$ cat config.mk
export PLATFORM = sky130hd
export DESIGN_NAME = rfi_restore
export DESIGN_NICKNAME = d
export VERILOG_FILES = /design/src/rtl/rfi_pkg.sv /design/src/rtl/rfi_txf_guard.sv /design/src/rtl/rfi_state_merge.sv /design/src/rtl/rfi_addr_align.sv /design/src/rtl/rfi_restore.sv
export SDC_FILE = /design/constraint.sdc
export NUM_CORES = 1
export LEC_CHECK = 0
export BUFFER_PORTS_ARGS = -buffer_cell sky130_fd_sc_hd__buf_4
export CAP_MARGIN = 0
export CORE_AREA = 2 2 127 129
export CTS_CLUSTER_DIAMETER = 60
export DETAILED_ROUTE_END_ITERATION = 10
export DIE_AREA = 0 0 129 131
export PLACE_DENSITY = 0.61
export SLEW_MARGIN = 20
export SYNTH_ARGS = -nofsm -noshare
export SYNTH_HDL_FRONTEND = slang
export SYNTH_SLANG_ARGS = --single-unit
$ cat constraint.sdc
create_clock -name clk -period 1.8 [get_ports clk]
set_clock_uncertainty 0.1 [all_clocks]
set_input_delay 0.09 -clock clk [delete_from_list [all_inputs] [get_ports clk]]
set_output_delay 0.09 -clock clk [all_outputs]
set_load 0.05 [all_outputs]
$ cat src/rtl/rfi_pkg.sv
package rfi_pkg;

  localparam int MS_W = 64;

  // Bit positions, MSB-first numbering
  localparam int POS_HYP   = 3;
  localparam int POS_TXF_S = 29;
  localparam int POS_TXF_E = 31;
  localparam int POS_EXT   = 48;
  localparam int POS_USR   = 49;
  localparam int POS_MCE   = 51;
  localparam int POS_IREL  = 58;
  localparam int POS_DREL  = 59;

  localparam logic [2:0] TXF_GUARD_CUR = 3'b010;
  localparam logic [2:0] TXF_GUARD_SAV = 3'b000;

  typedef enum logic [2:0] {
    BK_COPY,
    BK_KEEP,
    BK_ZERO,
    BK_USRF,
    BK_MCE,
    BK_TXF
  } bit_kind_e;

  // vector index of an MSB-first bit number
  function automatic int vidx(input int k);
    return MS_W - 1 - k;
  endfunction

  function automatic bit_kind_e kind_of(input int k);
    bit_kind_e r;
    if (k == POS_HYP)                              r = BK_KEEP;
    else if (k >= POS_TXF_S && k <= POS_TXF_E)     r = BK_TXF;
    else if ((k >= 33 && k <= 36) ||
             (k >= 42 && k <= 47))                 r = BK_ZERO;
    else if (k == POS_EXT || k == POS_IREL ||
             k == POS_DREL)                        r = BK_USRF;
    else if (k == POS_MCE)                         r = BK_MCE;
    else                                           r = BK_COPY;
    return r;
  endfunction

endpackage

$ cat src/rtl/rfi_txf_guard.sv
module rfi_txf_guard
  import rfi_pkg::*;
(
  input  logic [MS_W-1:0] cur_state,
  input  logic [MS_W-1:0] saved_status,
  output logic            keep_cur
);
  localparam int HI = vidx(POS_TXF_S);
  localparam int LO = vidx(POS_TXF_E);

  logic [2:0] cur_f, sav_f;

  always_comb begin
    cur_f    = cur_state[HI:LO];
    sav_f    = saved_status[HI:LO];
    keep_cur = (cur_f == TXF_GUARD_CUR) && (sav_f == TXF_GUARD_SAV);
  end
endmodule

$ cat src/rtl/rfi_state_merge.sv
module rfi_state_merge
  import rfi_pkg::*;
(
  input  logic [MS_W-1:0] cur_state,
  input  logic [MS_W-1:0] saved_status,
  input  logic            txf_keep,
  output logic [MS_W-1:0] merged
);
  localparam int I_HYP = vidx(POS_HYP);
  localparam int I_USR = vidx(POS_USR);

  logic hyp, usr;
  assign hyp = cur_state[I_HYP];
  assign usr = saved_status[I_USR];

  for (genvar g = 0; g < MS_W; g++) begin : g_bit
    localparam int        IX = vidx(g);
    localparam bit_kind_e KD = kind_of(g);
    if (KD == BK_COPY) begin : g_copy
      assign merged[IX] = saved_status[IX];
    end else if (KD == BK_KEEP) begin : g_keep
      assign merged[IX] = cur_state[IX];
    end else if (KD == BK_ZERO) begin : g_zero
      assign merged[IX] = 1'b0;
    end else if (KD == BK_USRF) begin : g_usrf
      assign merged[IX] = saved_status[IX] | usr;
    end else if (KD == BK_MCE) begin : g_mce
      assign merged[IX] = hyp ? saved_status[IX] : cur_state[IX];
    end else begin : g_txf
      assign merged[IX] = txf_keep ? cur_state[IX] : saved_status[IX];
    end
  end
endmodule

$ cat src/rtl/rfi_addr_align.sv
module rfi_addr_align #(
  parameter int PC_W       = 64,
  parameter int ALIGN_BITS = 2
) (
  input  logic [PC_W-1:0] pc_in,
  output logic [PC_W-1:0] pc_out
);
  localparam logic [PC_W-1:0] KEEP_MASK = {{(PC_W-ALIGN_BITS){1'b1}}, {ALIGN_BITS{1'b0}}};
  assign pc_out = pc_in & KEEP_MASK;
endmodule

$ cat src/rtl/rfi_restore.sv
module rfi_restore
  import rfi_pkg::*;
#(
  parameter int PC_W       = 64,
  parameter int ALIGN_BITS = 2
) (
  input  logic              clk,
  input  logic              rst,
  input  logic              op_sel,
  input  logic [MS_W-1:0]   cur_state,
  input  logic [MS_W-1:0]   saved_status,
  input  logic [PC_W-1:0]   saved_pc,
  output logic [MS_W-1:0]   new_state,
  output logic              state_vld,
  output logic [PC_W-1:0]   next_addr,
  output logic              addr_vld
);
  localparam int I_HYP  = vidx(POS_HYP);
  localparam int I_MCE  = vidx(POS_MCE);
  localparam int I_USR  = vidx(POS_USR);
  localparam int I_EXT  = vidx(POS_EXT);
  localparam int I_IREL = vidx(POS_IREL);
  localparam int I_DREL = vidx(POS_DREL);
  localparam int T_HI   = vidx(POS_TXF_S);
  localparam int T_LO   = vidx(POS_TXF_E);

  logic            txf_keep;
  logic [MS_W-1:0] merged;
  logic [PC_W-1:0] aligned;

  rfi_txf_guard u_guard (
    .cur_state    (cur_state),
    .saved_status (saved_status),
    .keep_cur     (txf_keep)
  );

  rfi_state_merge u_merge (
    .cur_state    (cur_state),
    .saved_status (saved_status),
    .txf_keep     (txf_keep),
    .merged       (merged)
  );

  rfi_addr_align #(.PC_W(PC_W), .ALIGN_BITS(ALIGN_BITS)) u_align (
    .pc_in  (saved_pc),
    .pc_out (aligned)
  );

  always_ff @(posedge clk) begin
    if (rst) begin
      new_state <= '0;
      next_addr <= '0;
      state_vld <= 1'b0;
      addr_vld  <= 1'b0;
    end else begin
      state_vld <= op_sel;
      addr_vld  <= op_sel;
      if (op_sel) begin
        new_state <= merged;
        next_addr <= aligned;
      end
    end
  end

  // machine-check enable selection
  p_mce_from_saved_r2: assert property (@(posedge clk) disable iff (rst)
    (op_sel && cur_state[I_HYP]) |=> new_state[I_MCE] == $past(saved_status[I_MCE]));
  p_mce_kept_r2: assert property (@(posedge clk) disable iff (rst)
    (op_sel && !cur_state[I_HYP]) |=> new_state[I_MCE] == $past(cur_state[I_MCE]));

  // guarded transactional field
  p_txf_guard_r3: assert property (@(posedge clk) disable iff (rst)
    (op_sel && cur_state[T_HI:T_LO] == 3'b010 && saved_status[T_HI:T_LO] == 3'b000)
    |=> new_state[T_HI:T_LO] == 3'b010);
  p_txf_load_r3: assert property (@(posedge clk) disable iff (rst)
    (op_sel && !(cur_state[T_HI:T_LO] == 3'b010 && saved_status[T_HI:T_LO] == 3'b000))
    |=> new_state[T_HI:T_LO] == $past(saved_status[T_HI:T_LO]));

  // problem state forces enables on
  p_user_forces_en_r4: assert property (@(posedge clk) disable iff (rst)
    (op_sel && saved_status[I_USR]) |=> new_state[I_EXT]);
  p_user_forces_rel_r5: assert property (@(posedge clk) disable iff (rst)
    (op_sel && saved_status[I_USR]) |=> (new_state[I_IREL] && new_state[I_DREL]));

  // reserved ranges stay zero
  p_zero_fields_r7: assert property (@(posedge clk) disable iff (rst)
    state_vld |-> (new_state[vidx(33):vidx(36)] == '0 && new_state[vidx(42):vidx(47)] == '0));

  // aligned resume address
  p_addr_align_r8: assert property (@(posedge clk) disable iff (rst)
    op_sel |=> (next_addr[ALIGN_BITS-1:0] == '0 &&
                next_addr[PC_W-1:ALIGN_BITS] == $past(saved_pc[PC_W-1:ALIGN_BITS])));

  // both flags follow a selected operation
  p_valid_after_sel_r9: assert property (@(posedge clk) disable iff (rst)
    op_sel |=> (state_vld && addr_vld));

  // idle cycles hold data and drop flags
  p_idle_hold_r10: assert property (@(posedge clk) disable iff (rst)
    !op_sel |=> (!state_vld && !addr_vld && $stable(new_state) && $stable(next_addr)));

endmodule

### After elaboration in Yosys (flattened, before gate mapping)

Cells that the tools add are included.
W data, S select, Z words.

* register bits after elaboration: 117
* bits in latches: 0
* memory bits (writable): 0
* bits in read-only memories: 0
* input bits: 195
* output and inout port bits: 130
* memories kept: 0

* add/sub/neg operators: 0
* multipliers: 0
* divide/modulo/power cells: 0
* $lt $le $gt $ge: 0
* equal/unequal tests: 1
* shift operators: 0
* muxes and demuxes: 4
* bitwise gates (word level): 3
* reductions and logical operators: 2

Operators with widths (number)
* $mux W1: 4
* $eq A3 B2 Y1 const B: 1
* $logic_not A3 Y1: 1
* $or A1 B1 Y1: 3
* $logic_and A1 B1 Y1: 1

### Longest topological paths before layout

Gate-level depths: netlist of the first run.

* depth in word-level cells: 3
* mapped depth: 4
* gate-level depth less buffers: 3

### By module

A second synthesis of the first run with hierarchy kept.

* cells, all modules: 548
* area, all modules: 5674.2 sq um

By module, submodules not included
* rfi_restore: times used 1, cells an instance 416, area each 4674.5 sq um, seq. area each 2582.5 sq um
* rfi_state_merge: times used 1, cells an instance 65, area each 495.5 sq um, seq. area each 0.0 sq um
* rfi_addr_align: times used 1, cells an instance 65, area each 484.2 sq um, seq. area each 0.0 sq um
* rfi_txf_guard: times used 1, cells an instance 2, area each 20.0 sq um, seq. area each 0.0 sq um

### Worst setup path after synthesis of the first run

No wires, ideal clock.

* path type: register -> output
* from: register addr_vld (netlist name)
* to: output state_vld
* arrival time: 0.894 ns
* slack: 0.716 ns
* stages on the path, launching flop included: 2
* cell sequence: dfxtp_1 buf_4

RTL lines
* end: declaration: RTL line rfi_restore.sv:14 `output logic state_vld,`

### Worst setup path in the final report of the first run

* from: input cur_state[60]
* to: register new_state[12]

* longest elaborated chain between the ends: 1

RTL lines
* start: declaration: RTL line rfi_restore.sv:10 `input logic [MS_W-1:0] cur_state,`
* $mux W1: RTL line rfi_state_merge.sv:28 `assign merged[IX] = hyp ? saved_status[IX] : cur_state[IX];`
* end signal: assignment: RTL line rfi_restore.sv:59 `new_state <= merged;`
* end: declaration: RTL line rfi_restore.sv:13 `output logic [MS_W-1:0] new_state,`

Every way passes these cells.
A chain may end at the register's enable or synchronous reset.

==> flow_results.org, run 1 <==
** Status
- The flow ran to the end, and the final reports show no timing, DRC or antenna violations.

** Clock network
- Buffer cell driving the clock tree root :: sky130_fd_sc_hd__clkbuf_16
- Counting every sink on the clock net gives 117.
- TritonCTS created 17 clock buffers.
- After clock tree synthesis, the clock-pin slew on the worst setup and hold paths is 50 ps.
- Post-CTS setup buffers :: 0
- H-tree levels :: 4
- Largest buffer count on any clock path :: 2
- Later-pin clock latency in the skew report :: 400 ps
- TritonCTS built the clock tree.

** Critical path
- In this run the register-to-register setup slack is 1020 ps.
- Setup crit start :: cur_state[60]
- Worst endpoint required time :: 2010 ps
- In this run the worst path has a maximum fanout of 2.
- Reg-to-reg startpoint :: new_state[35]
- STA classifies the critical path startpoint as a primary input.
- R2R depth :: 2
- The worst setup path is of the in2reg kind.
- Setup crit end kind :: flip-flop
- Crit path DAT :: 1710 ps
- The worst register-to-register path ends at new_state[35].
- Capture point of the critical path :: new_state[12]

** Synth
- Each instance of the synthesized netlist takes up on average 11.03 µm².
- Register bit count reported by yosys :: 117
- Top flip-flop cell by instance count after synthesis :: sky130_fd_sc_hd__dfxtp_1
- After synthesis the cells add up to 4358 µm².
- Synth top cells by count :: sky130_fd_sc_hd__nor2_1, sky130_fd_sc_hd__dfxtp_1, sky130_fd_sc_hd__mux2i_1, sky130_fd_sc_hd__buf_4, sky130_fd_sc_hd__buf_12
- Leading post-synthesis cells by cell area :: sky130_fd_sc_hd__dfxtp_1, sky130_fd_sc_hd__mux2i_1, sky130_fd_sc_hd__nor2_1, sky130_fd_sc_hd__buf_12, sky130_fd_sc_hd__buf_4
- EDFF count, synth :: 0
- Sequential cell area fraction in the yosys report :: 53.75%
- Syn. warnings :: 0
- The biggest area contributor in the post-synthesis netlist is sky130_fd_sc_hd__dfxtp_1.
- Fraction of registers with async set/reset :: 0%
- Most frequently used cell type in the post-synthesis netlist :: sky130_fd_sc_hd__nor2_1
- Number of instances in the synthesized netlist :: 395
- The synthesized design devotes to its leading area cell type 53.75% of total area.
- Post-synth cell types :: 15

** Global routing
- The total overflow left after global routing is 0.
- Entering global routing, the biggest net connects 118 pins.
- Antenna violations before repair :: 0
- Across every metal layer, demand over resource in global routing totals 14.17%.
- The first global-routing pass estimated 18.81 mm of wire.
- Via count of the first global-routing pass :: 4045

** Route
- In the routed layout, each cell is associated on average with a via count of 4.144.
- For this block, the routed nets add up to 12.68 mm of wire.
- In the routed design, unresolved DRC markers number 0.
- Number of routed nets with antenna violations :: 0
- Drt pass-1 iters :: 4
- The first routing iteration left 98 violations.
- The routed layout has 4049 vias.
- In the final routed layout, each cell accounts on average for 12.98 µm.

** Final layout
- In the final layout, the share of cells above drive strength 1 is 36.01%.
- Fin nets :: 943
- Compared with the post-synthesis result, the final layout area differs by 81.97%.
- Number of standard cells in the final layout excluding fillers :: 977
- Fin area :: 7930 µm²
- ANT cells :: 0

** Placement
- Summing all placed instances gives a cell area of 6161 µm².
- Quantity of I/O buffers inserted on ports :: 240
- Number of placed instances with taps included :: 827
- The wire-length estimate of the detail-placed layout is 7.957 mm.
- Final weighted congestion in routability-driven placement :: 0.6890

** STA
- Derived from the worst setup path, the maximum achievable clock frequency is 0.6673 GHz.
- Unrepaired setup endpoints after global routing :: no
- Worst hold-check slack :: 53.42 ps
- Setup total negative slack on the finished layout was measured at 0 ps.
- The number of hold-slack violations in the final timing report was 0.
- Setup violations remaining at the end of the flow were counted as 0.
- Final Slew Violations :: 0
- Period Utilization, post-route :: 83.26%
- Minimum clock period :: 1499 ps
- Relative slew margins :: 66.09%
- At the pin with the least slew margin, the transition time is 508.6 ps.

** Floorplan
- DIE HEIGHT :: 131 µm
- In this run the count of I/O pins placed on the die edge is 325.
- The die is 129 µm wide.
- Starting Density :: 27.94%
- The floorplan has 46 rows.
- The floorplan step defined a core boundary enclosing 15600 µm².
- Die outline area :: 16900 µm²

** Power and ir drop
- Max rail drop VDD :: 550.2 µV
- Final Total Pwr :: 7783 µW
- Total leakage power :: 0.003920 µW
- In this run the power density over the cells is 981.4 nW/µm².

** Run
- Number of maximum-capacitance constraint violations :: 0

** Min path
- Path type of the worst min-delay path :: in2reg
## critical path, cell delays in order
cell and delay, ps:
sky130_fd_sc_hd__dlygate4sd3_1 540, sky130_fd_sc_hd__buf_4 150, sky130_fd_sc_hd__mux2i_1 120, sky130_fd_sc_hd__dlygate4sd3_1 570, sky130_fd_sc_hd__a211oi_1 240
## where the power goes
part / total, µW / leakage (µW) / switching [µW] / internal, µW
logic: 1660 / 0.00266 / 960 / 696
clock network: 3290 / 0.000289 / 1120 / 2170
registers: 2840 / 0.000967 / 83.8 / 2750
total: 7780 / 0.00392 / 2170 / 5620
## logic make-up after synthesis
group | after synthesis | synth area share, %
AND/OR/NAND/NOR | 120 | 10.48
flip-flops | 117 | 53.75
multiplexers | 112 | 25.73
buffers and inverters | 39 | 9.044
AO/OA/AOI/OAI | 6 | 0.9188
other | 1 | 0.08605
## sequential cells by signal (all words and copies together) (netlist names)
name / count
addr_vld: 1
new_state: 54
next_addr: 62
## stage by stage
stage | setup WS, ps | util [%]
2_1_floorplan | 715.7 | -
3_3_place_gp | 577.2 | 39.50
3_5_place_dp | 492.8 | 39.50
4_1_cts | 341.7 | 50.84
5_1_grt | 230.2 | 50.84
6_report | 301.3 | 50.84
## placed cells by master (no fill, tap or decap), drive strengths merged
cell type / n
clkinvlp: 2
conb: 12
mux2i: 112
buf: 244
nor2b: 1
a211oi: 2
clkbuf: 23
dfxtp: 117
clkinv: 5
a31oi: 1
or2b: 1
dlygate4sd3: 118
nor2: 118
bufinv: 2
o22ai: 3
## final cells by class
type,instances,area [µm²]
repair buffers,362,3067
fillers,1346,7667
clock buffers,23,488.0
flip-flops and latches,117,2342
multi-input cells,250,1663
clock inverters,9,100.1
well taps,216,270.3
## timing repair
| action | 4_1_cts | 5_1_grt |
|---|---|---|
| hold endpoints to repair | 116 | 0 |
| hold buffers | 118 | 0 |
| endpoints found under the setup margin | 0 | 0 |
| resized for setup | 0 | 0 |
## worst min-delay path by stage
stage	start	endpoint	slack, ps	cells past startpoint
floorplan	saved_pc[53]	next_addr[53]	140	2
global placement	saved_status[9]	new_state[9]	220	3
detailed placement	saved_status[55]	new_state[55]	230	3
CTS	op_sel	next_addr[40]	40	3
global route	op_sel	new_state[0]	50	3
finish	op_sel	new_state[0]	50	3
## routing by layer
metal  track usage (%)  routed length [µm]  vias to the layer above
met5                 0                   0                        -
met2             25.52                6546                      162
li1                  -                   -                     1988
met4             7.225                 313                        0
met3             4.927                 830                       26
met1             14.64                4987                     1873
Power figures use the tool's default switching activity.
==> run 2: changes to the inputs <==
Settings changed: ABC_AREA set to 1, CORE_AREA 2 2 127 129 to 2 2 125 127, DIE_AREA 0 0 129 131 to 0 0 127 129, PLACE_DENSITY 0.61 to 0.63.
Clock period 1.8 ns to 1.22 ns, I/O delays scaled along.
==> flow_results.org, run 2 <==
** Critical path
- Crit path DAT :: 1350 ps (-360 ps)
- Sort of element at the start of the critical path :: primary input
- Crit path max fanout :: 71 (+69)
- Worst endpoint required time :: 1410 ps (-600 ps)
- Setup crit end kind :: flip-flop
- The worst setup path is of the in2reg kind.

** STA
- Period Utilization, post-route :: 95.14%
- Minimum clock period :: 1161 ps
- Static timing analysis puts the maximum clock frequency at 0.8615 GHz.
- The setup violation total in the final timing report was 0 (unchanged).
- Unrepaired setup endpoints after global routing :: no
- Final Slew Violations :: 0 (unchanged)
- The final setup TNS came to 0 ps (unchanged).
- The worst setup margin was 59.29 ps (-242.1 ps).
- The number of hold-slack violations in the final timing report was 0 (unchanged).

** Route
- The remaining antenna violation count after routing is 0 (unchanged).
- The vias after detailed routing was 4639 (+15%).
- The average via count per standard cell is 4.307 (+3.9%).
- The remaining routing DRC violations is 0 (unchanged).
- Total routed wirelength :: 14.50 mm (+14%)
- Detail-routed net length per standard cell :: 13.46 µm (+3.8%)
- Drt pass-1 iters :: 4 (unchanged)
- The violation count after the first detailed-routing iteration is 149 (+52%).

** Final layout
- Final core occ :: 52.64% (+1.8 points)
- Regs by FF count :: next_addr: 62 flops, new_state: 54 flops, addr_vld: 1 flops
- Share of cells above drive strength 1 :: 32.06% (-3.9 points)
- The final antenna diode count came to 0 (unchanged).
- Register bank with the most flops :: next_addr
- The library cell used most frequently in the layout, excluding fill and tap cells, is sky130_fd_sc_hd__buf_4.
- Compared with the post-synthesis result, the final layout area differs by 89.05%.
- Most frequent cells in the layout :: sky130_fd_sc_hd__buf_4, sky130_fd_sc_hd__nor2_1, sky130_fd_sc_hd__dlygate4sd3_1, sky130_fd_sc_hd__dfxtp_1, sky130_fd_sc_hd__o21ai_0
- Fin nets :: 1072 (+14%)
- The number of flip-flops under the largest register name came to 62 (unchanged).

** Placement
- Quantity of I/O buffers inserted on ports :: 240 (unchanged)
- Final weighted congestion in routability-driven placement :: 0.7461 (+8.3%)
- The post-placement worst setup slack was 210.4 ps (-282.4 ps).
- The estimated wirelength of the detail-placed design was 8.606 mm (+8.2%).

** Synth
- Fraction of registers with async set/reset :: 0% (unchanged)
- Sequential cell area fraction in the yosys report :: 56.17% (+2.4 points)
- Cell type with the highest aggregate area in the netlist :: sky130_fd_sc_hd__dfxtp_1
- The count of flip-flops with a built-in enable after synthesis came to 0 (unchanged).
- Syn. warnings :: 0 (unchanged)
- Register bit count reported by yosys :: 117 (unchanged)
- The number of distinct library cell variants in the gate-level netlist after synthesis came to 18 (+3).
- By area the synthesized netlist is led by sky130_fd_sc_hd__dfxtp_1, sky130_fd_sc_hd__nor2_1, sky130_fd_sc_hd__o21ai_0, sky130_fd_sc_hd__buf_4, sky130_fd_sc_hd__buf_6.
- Share of the synthesized area in the top cell type :: 56.17% (+2.4 points)
- Yosys instantiated no cell more often than sky130_fd_sc_hd__nor2_1.
- Syn_area_per_cell :: 7.958 µm² (-28%)
- Counting instances in the post-synthesis netlist gives the leading cell types as sky130_fd_sc_hd__nor2_1, sky130_fd_sc_hd__dfxtp_1, sky130_fd_sc_hd__o21ai_0, sky130_fd_sc_hd__clkbuf_1, sky130_fd_sc_hd__buf_4.
- Summed instance area of the synthesized netlist :: 4170 µm² (-4.3%)
- The gate count of the mapped netlist came to 524 (+33%).
- In the synthesized netlist the dominant register cell turns out to be sky130_fd_sc_hd__dfxtp_1.

** Power and ir drop
- Net Sw Frac :: 29.84% (+2.0 points)
- Total power per unit cell area :: 1466 nW/µm² (+49%)
- Max rail drop VDD :: 881.4 µV (+60%)
- The internal cell power was 8110 µW (+44%).
- Part of the power in combinational logic :: 23.0% (+1.7 points)
- The reported net switching power was 3450 µW (+59%).
- Total leakage power :: 0.003746 µW (-4.4%)
- The sequential group share of total power was 36.6% (+0.2 points).
- Fraction of power consumed by the clock network :: 40.5% (-1.8 points)

** Status
- The flow ran to the end, and the final reports show no timing, DRC or antenna violations.

** Clock network
- The clock transition at the registers of the reported paths is 60 ps (about the same).
- CTS tree :: yes
- The clock buffer count from CTS is 17 (unchanged).
- Number of sinks driven by the clock tree :: 117 (unchanged)
- The clock latency on the worst-skew pair came to 400 ps (about the same).
- Buffer cell driving the clock tree root :: sky130_fd_sc_hd__clkbuf_16
- The total number of H-tree levels was 4 (unchanged).
- Largest buffer count on any clock path :: 2 (unchanged)

** Global routing
- Via count of the first global-routing pass :: 4435 (+9.6%)
- Antenna violations before repair :: 0 (unchanged)
- The largest net degree at the start of global routing was 72 (-39%).
- The first-pass GRT wire length came to 21.80 mm (+16%).
- The overflow left after global routing was 0 (unchanged).
- The total global routing track utilization came to 16.73% (+2.6 points).

** Run
- Number of maximum-capacitance constraint violations :: 0 (unchanged)

** Floorplan
- Die outline area :: 16380 µm² (-3.1%)
- The floorplan die width was 127 µm (-1.6%).
- Core region area :: 14980 µm² (-4.0%)
- The boundary pin count came to 325 (unchanged).
- DIE HEIGHT :: 129 µm (-1.5%)
- The number of cell rows came to 45 (-2.2%).
- Starting Density :: 27.84% (-0.095 points)

** Min path
- Path type of the worst min-delay path :: in2reg
==> run 2: changes by cell type after synthesis, sizes merged, moves of 2 or more <==
cell / delta
o21ai: +115
nor2: +104
clkbuf: +10
nand3: +2
a211oi: -2
mux2i: -112
a21oi: +6
o22ai: -3
inv: +5
nand2: +4
nor3: +2
==> run 2: power groups by stage <==
stage               logic, µW  clock network, µW  registers, µW
floorplan                 560                  0           5210
global placement         2310                  0           4290
detailed placement       2310                  0           4300
CTS                      2630               4830           4220
global route             2810               4980           4250
finish                   2660               4680           4230
==> run 2: cell type report <==
cell class / count / area, µm²
Clock buffer: 22 / 484.2
Clock inverter: 9 / 77.57
Fill cell: 1351 / 7093
Inverter: 5 / 28.78
Multi-Input combinational cell: 363 / 1521
Sequential cell: 117 / 2342
Tap cell: 188 / 235.2
Timing Repair Buffer: 373 / 3194
==> run 2: worst max-delay path, cell delays in order <==
cell and delay, ps:
sky130_fd_sc_hd__dlygate4sd3_1 550, sky130_fd_sc_hd__buf_4 170, sky130_fd_sc_hd__buf_12 200, sky130_fd_sc_hd__o21ai_0 270, sky130_fd_sc_hd__nor2_1 70
==> run 2: path summary, 6_finish.rpt <==
kind	startpoint	end	slack, ps	depth (start not counted)
min reg2reg	new_state[14]	new_state[14]	370	2
max	op_sel	new_state[31]	60	5
max reg2reg	new_state[31]	new_state[31]	400	2
min	cur_state[33]	new_state[33]	40	5
==> run 2: logic make-up after synthesis <==
logic type / synth area share, %
DFF: 56.17
and+or+nand+nor: 20.88
buffers and inverters: 8.341
AOI/OAI and AO/OA: 14.52
other: 0.08992
==> run 2: per-stage QoR <==
stage,cell area (µm²),std cells,power [µW],hold WS (ps)
CTS,7843,1076,11680,5.505
floorplan,4212,535,5775,30.07
detailed placement,6070,924,6608,155.9
global placement,6070,924,6598,156.4
finish,7884,1077,11560,41.46
global route,7884,1077,12040,64.83
==> run 2: repair_timing <==
action	4_1_cts	5_1_grt
hold endpoints to repair	117	0
resized for setup	0	4
buffers inserted	0	0
hold buffers	121	0
endpoints found under the setup margin	0	13
==> run 2: layer usage <==
metal	up-vias	global-route usage, %	routed length [µm]
li1	2358	-	-
met2	187	27.42	6855
met4	0	7.498	257
met1	2073	19.94	6201
met5	-	0	0
met3	21	5.780	1185
==> run 3: changes to the inputs <==
Settings changed: CORE_AREA 2 2 125 127 to not set, CORE_UTILIZATION set to 25, DIE_AREA 0 0 127 129 to not set, PLACE_DENSITY 0.63 to 0.58.
==> flow_results.org, run 3 (synthesis gave the netlist of run 2 again) <==
** Final layout
- Most common cell after layout, fill and taps aside :: sky130_fd_sc_hd__buf_4
- Register bank with the most flops :: next_addr
- The final antenna diode count came to 0 (unchanged).
- Share of cells above drive strength 1 :: 31.57% (-0.49 points)
- Synth-to-Final Area Change :: 91.54%
- Flip-flop count of the largest register, all copies and words added :: 62 (unchanged)
- The post-layout instance count excluding filler cells was 1106 (+2.7%).
- The count of fill cells added during filler insertion was 1504 (+11%).
- The area of all placed cells without fillers is 7988 µm² (+1.3%).
- Fin nets :: 1072 (unchanged)
- The top cell types in the final layout, fill and taps aside, are sky130_fd_sc_hd__buf_4, sky130_fd_sc_hd__nor2_1, sky130_fd_sc_hd__dlygate4sd3_1, sky130_fd_sc_hd__dfxtp_1, sky130_fd_sc_hd__o21ai_0.
- Regs by FF count :: next_addr: 62 flops, new_state: 54 flops, addr_vld: 1 flops
- Final core occ :: 49.74% (-2.9 points)

** Route
- Number of vias per cell after detailed routing :: 4.231 (-1.8%)
- Detail-routed net length per standard cell :: 12.84 µm (-4.7%)
- The detailed-routing wirelength on met1 is 6.208 mm (+0.11%).
- Vias :: 4680 (+0.88%)
- The remaining antenna violation count after routing came to 0 (unchanged).
- Drt drc :: 0 (unchanged)
- Drt initial violations :: 174 (+17%)
- Drt pass-1 iters :: 4 (unchanged)
- Met2 layer wire length in the routed design :: 6.710 mm (-2.1%)
- The total wire length was 14.20 mm (-2.1%).
- Top metal layer carrying routed signals :: met4
- Detail Route met3 WL :: 1.060 mm (-11%)

** Clock network
- The post-CTS setup-driven buffer insertion count was 0 (unchanged).
- Later-pin clock latency in the skew report :: 400 ps (about the same)
- Clock edge transition at the registers on the reported setup and hold paths :: 60 ps (about the same)
- CTS tree :: yes
- Number of sinks driven by the clock tree :: 117 (unchanged)
- The total number of H-tree levels was 4 (unchanged).
- In this run the clock root is driven by a sky130_fd_sc_hd__clkbuf_16.
- TritonCTS buffer count :: 17 (unchanged)
- Largest buffer count on any clock path :: 2 (unchanged)

** Critical path
- The critical path is of the in2reg type.
- The count of cells along the worst register-to-register path is 2 (unchanged).
- Setup crit end kind :: flip-flop
- The worst register-to-register path begins at new_state[13].
- The highest net fanout along the worst path was 1 (-99%).
- The critical path required time is 1400 ps (about the same).
- The endpoint identified for the worst register-to-register timing path is new_state[13].
- The worst setup path is launched from a primary input.
- Worst reg2reg setup slack :: 370 ps (-30 ps)
- Crit path DAT :: 1380 ps (+30 ps)

** Global routing
- Via count of the first global-routing pass :: 4553 (+2.7%)
- The overflow left after global routing came to 0 (unchanged).
- The largest net degree at the start of global routing came to 59 (-18%).
- Antenna violations before repair :: 0 (unchanged)
- The total global routing track utilization was 16.65% (-0.077 points).
- Global-route wire length before repair :: 23.00 mm (+5.5%)

** Min path
- The number of cells on the worst hold path came to 4 (-1).
- Hold Path End :: new_state[15]
- In this run the most critical hold path is launched from saved_status[15].
- Path type of the worst min-delay path :: in2reg

** Power and ir drop
- The static leakage was 0.003775 µW (+0.78%).
- Max rail drop VDD :: 851.2 µV (-3.4%)
- The power per unit of standard cell area came to 1553 nW/µm² (+5.9%).

** Placement
- The estimated wirelength of the detail-placed design came to 8.587 mm (-0.23%).
- The placed instance count was 950 (+2.8%).
- The final weighted congestion in routability-driven placement came to 0.7431 (-0.40%).
- Quantity of I/O buffers inserted on ports :: 240 (unchanged)
- The post-placement worst setup slack came to 209.7 ps (-0.7090 ps).
- The cell area after placement came to 6090 µm² (+0.33%).

** STA
- The highest clock rate is 0.8341 GHz (-3.2%).
- Final Hold Viols :: 0 (unchanged)
- Setup repair after global routing could not meet its margin everywhere.
- Worst hold-check slack :: 310.2 ps (+268.7 ps)
- The final-report max-slew violation count was 0 (unchanged).
- Minimum clock period :: 1199 ps (+38.13 ps)
- Period Utilization, post-route :: 98.27% (+3.1 points)
- Final setup fails :: 0 (unchanged)
- The worst setup margin was 21.15 ps (-38.13 ps).

** Status
- The run finished with clean final reports.

** Floorplan
- I/O pin count :: 325 (unchanged)
- Die X-Extent :: 131.2 µm (+3.3%)
- The initial cell density of the core is 25.97% (-1.9 points).
- Die outline area :: 17200 µm² (+5.0%)
- The number of cell rows came to 46 (+2.2%).
- The area of the placeable core is 16060 µm² (+7.2%).
- The die span in y is 131.2 µm (+1.7%).

** Run
- The number of max-capacitance violations reported was 0 (unchanged).
==> run 3: stage by stage <==
| stage | power (µW) | setup TNS (ps) |
|---|---|---|
| 6_report | 12400 | 0 |
| 5_1_grt | 12900 | -14.05 |
| 4_1_cts | 12540 | 0 |
| 3_5_place_dp | 6608 | 0 |
| 3_3_place_gp | 6600 | 0 |
| 2_1_floorplan | 5775 | 0 |
==> run 3: per-layer routing <==
metal	up-vias	global-route usage [%]
met4	0	5.817
li1	2360	-
met5	-	0
met3	17	5.478
met2	196	28.04
met1	2107	19.69
==> run 3: worst max-delay path by stage <==
stage | startpoint | end | slack, ps | cells past startpoint
after detailed placement | op_sel | new_state[42] | 210 | 5
after global routing | op_sel | new_state[4] | -10 | 5
after floorplan | addr_vld | state_vld | 160 | 1
after CTS | new_state[12] | new_state[12] | 40 | 1
final | cur_state[12] | new_state[12] | 20 | 5
after global placement | op_sel | new_state[42] | 220 | 5
==> run 3: layout make-up <==
cell class	instances	area (µm²)	area share (%)
Clock buffer	23	478.0	5.984
Sequential cell	117	2342	29.32
Multi-Input combinational cell	363	1521	19.05
Tap cell	216	270.3	3.383
Timing Repair Buffer	373	3177	39.77
Clock inverter	9	172.7	2.162
Inverter	5	26.28	0.3289
==> run 3: power by group <==
part / total, µW / switching [µW] / internal, µW
Combinational: 2640 / 1620 / 1020
Sequential: 4220 / 130 / 4090
Clock: 5540 / 1760 / 3780
==> run 3: critical path, stage by stage <==
cell                            delay, ps
sky130_fd_sc_hd__dlygate4sd3_1        540
sky130_fd_sc_hd__buf_4                130
sky130_fd_sc_hd__nand2_1               50
sky130_fd_sc_hd__dlygate4sd3_1        540
sky130_fd_sc_hd__a21oi_1               60
==> run 3: timing repair <==
item	in CTS	in global routing
resized for setup	0	2
endpoints found under the hold margin	117	0
endpoints found under the setup margin	0	3
hold buffers	124	0
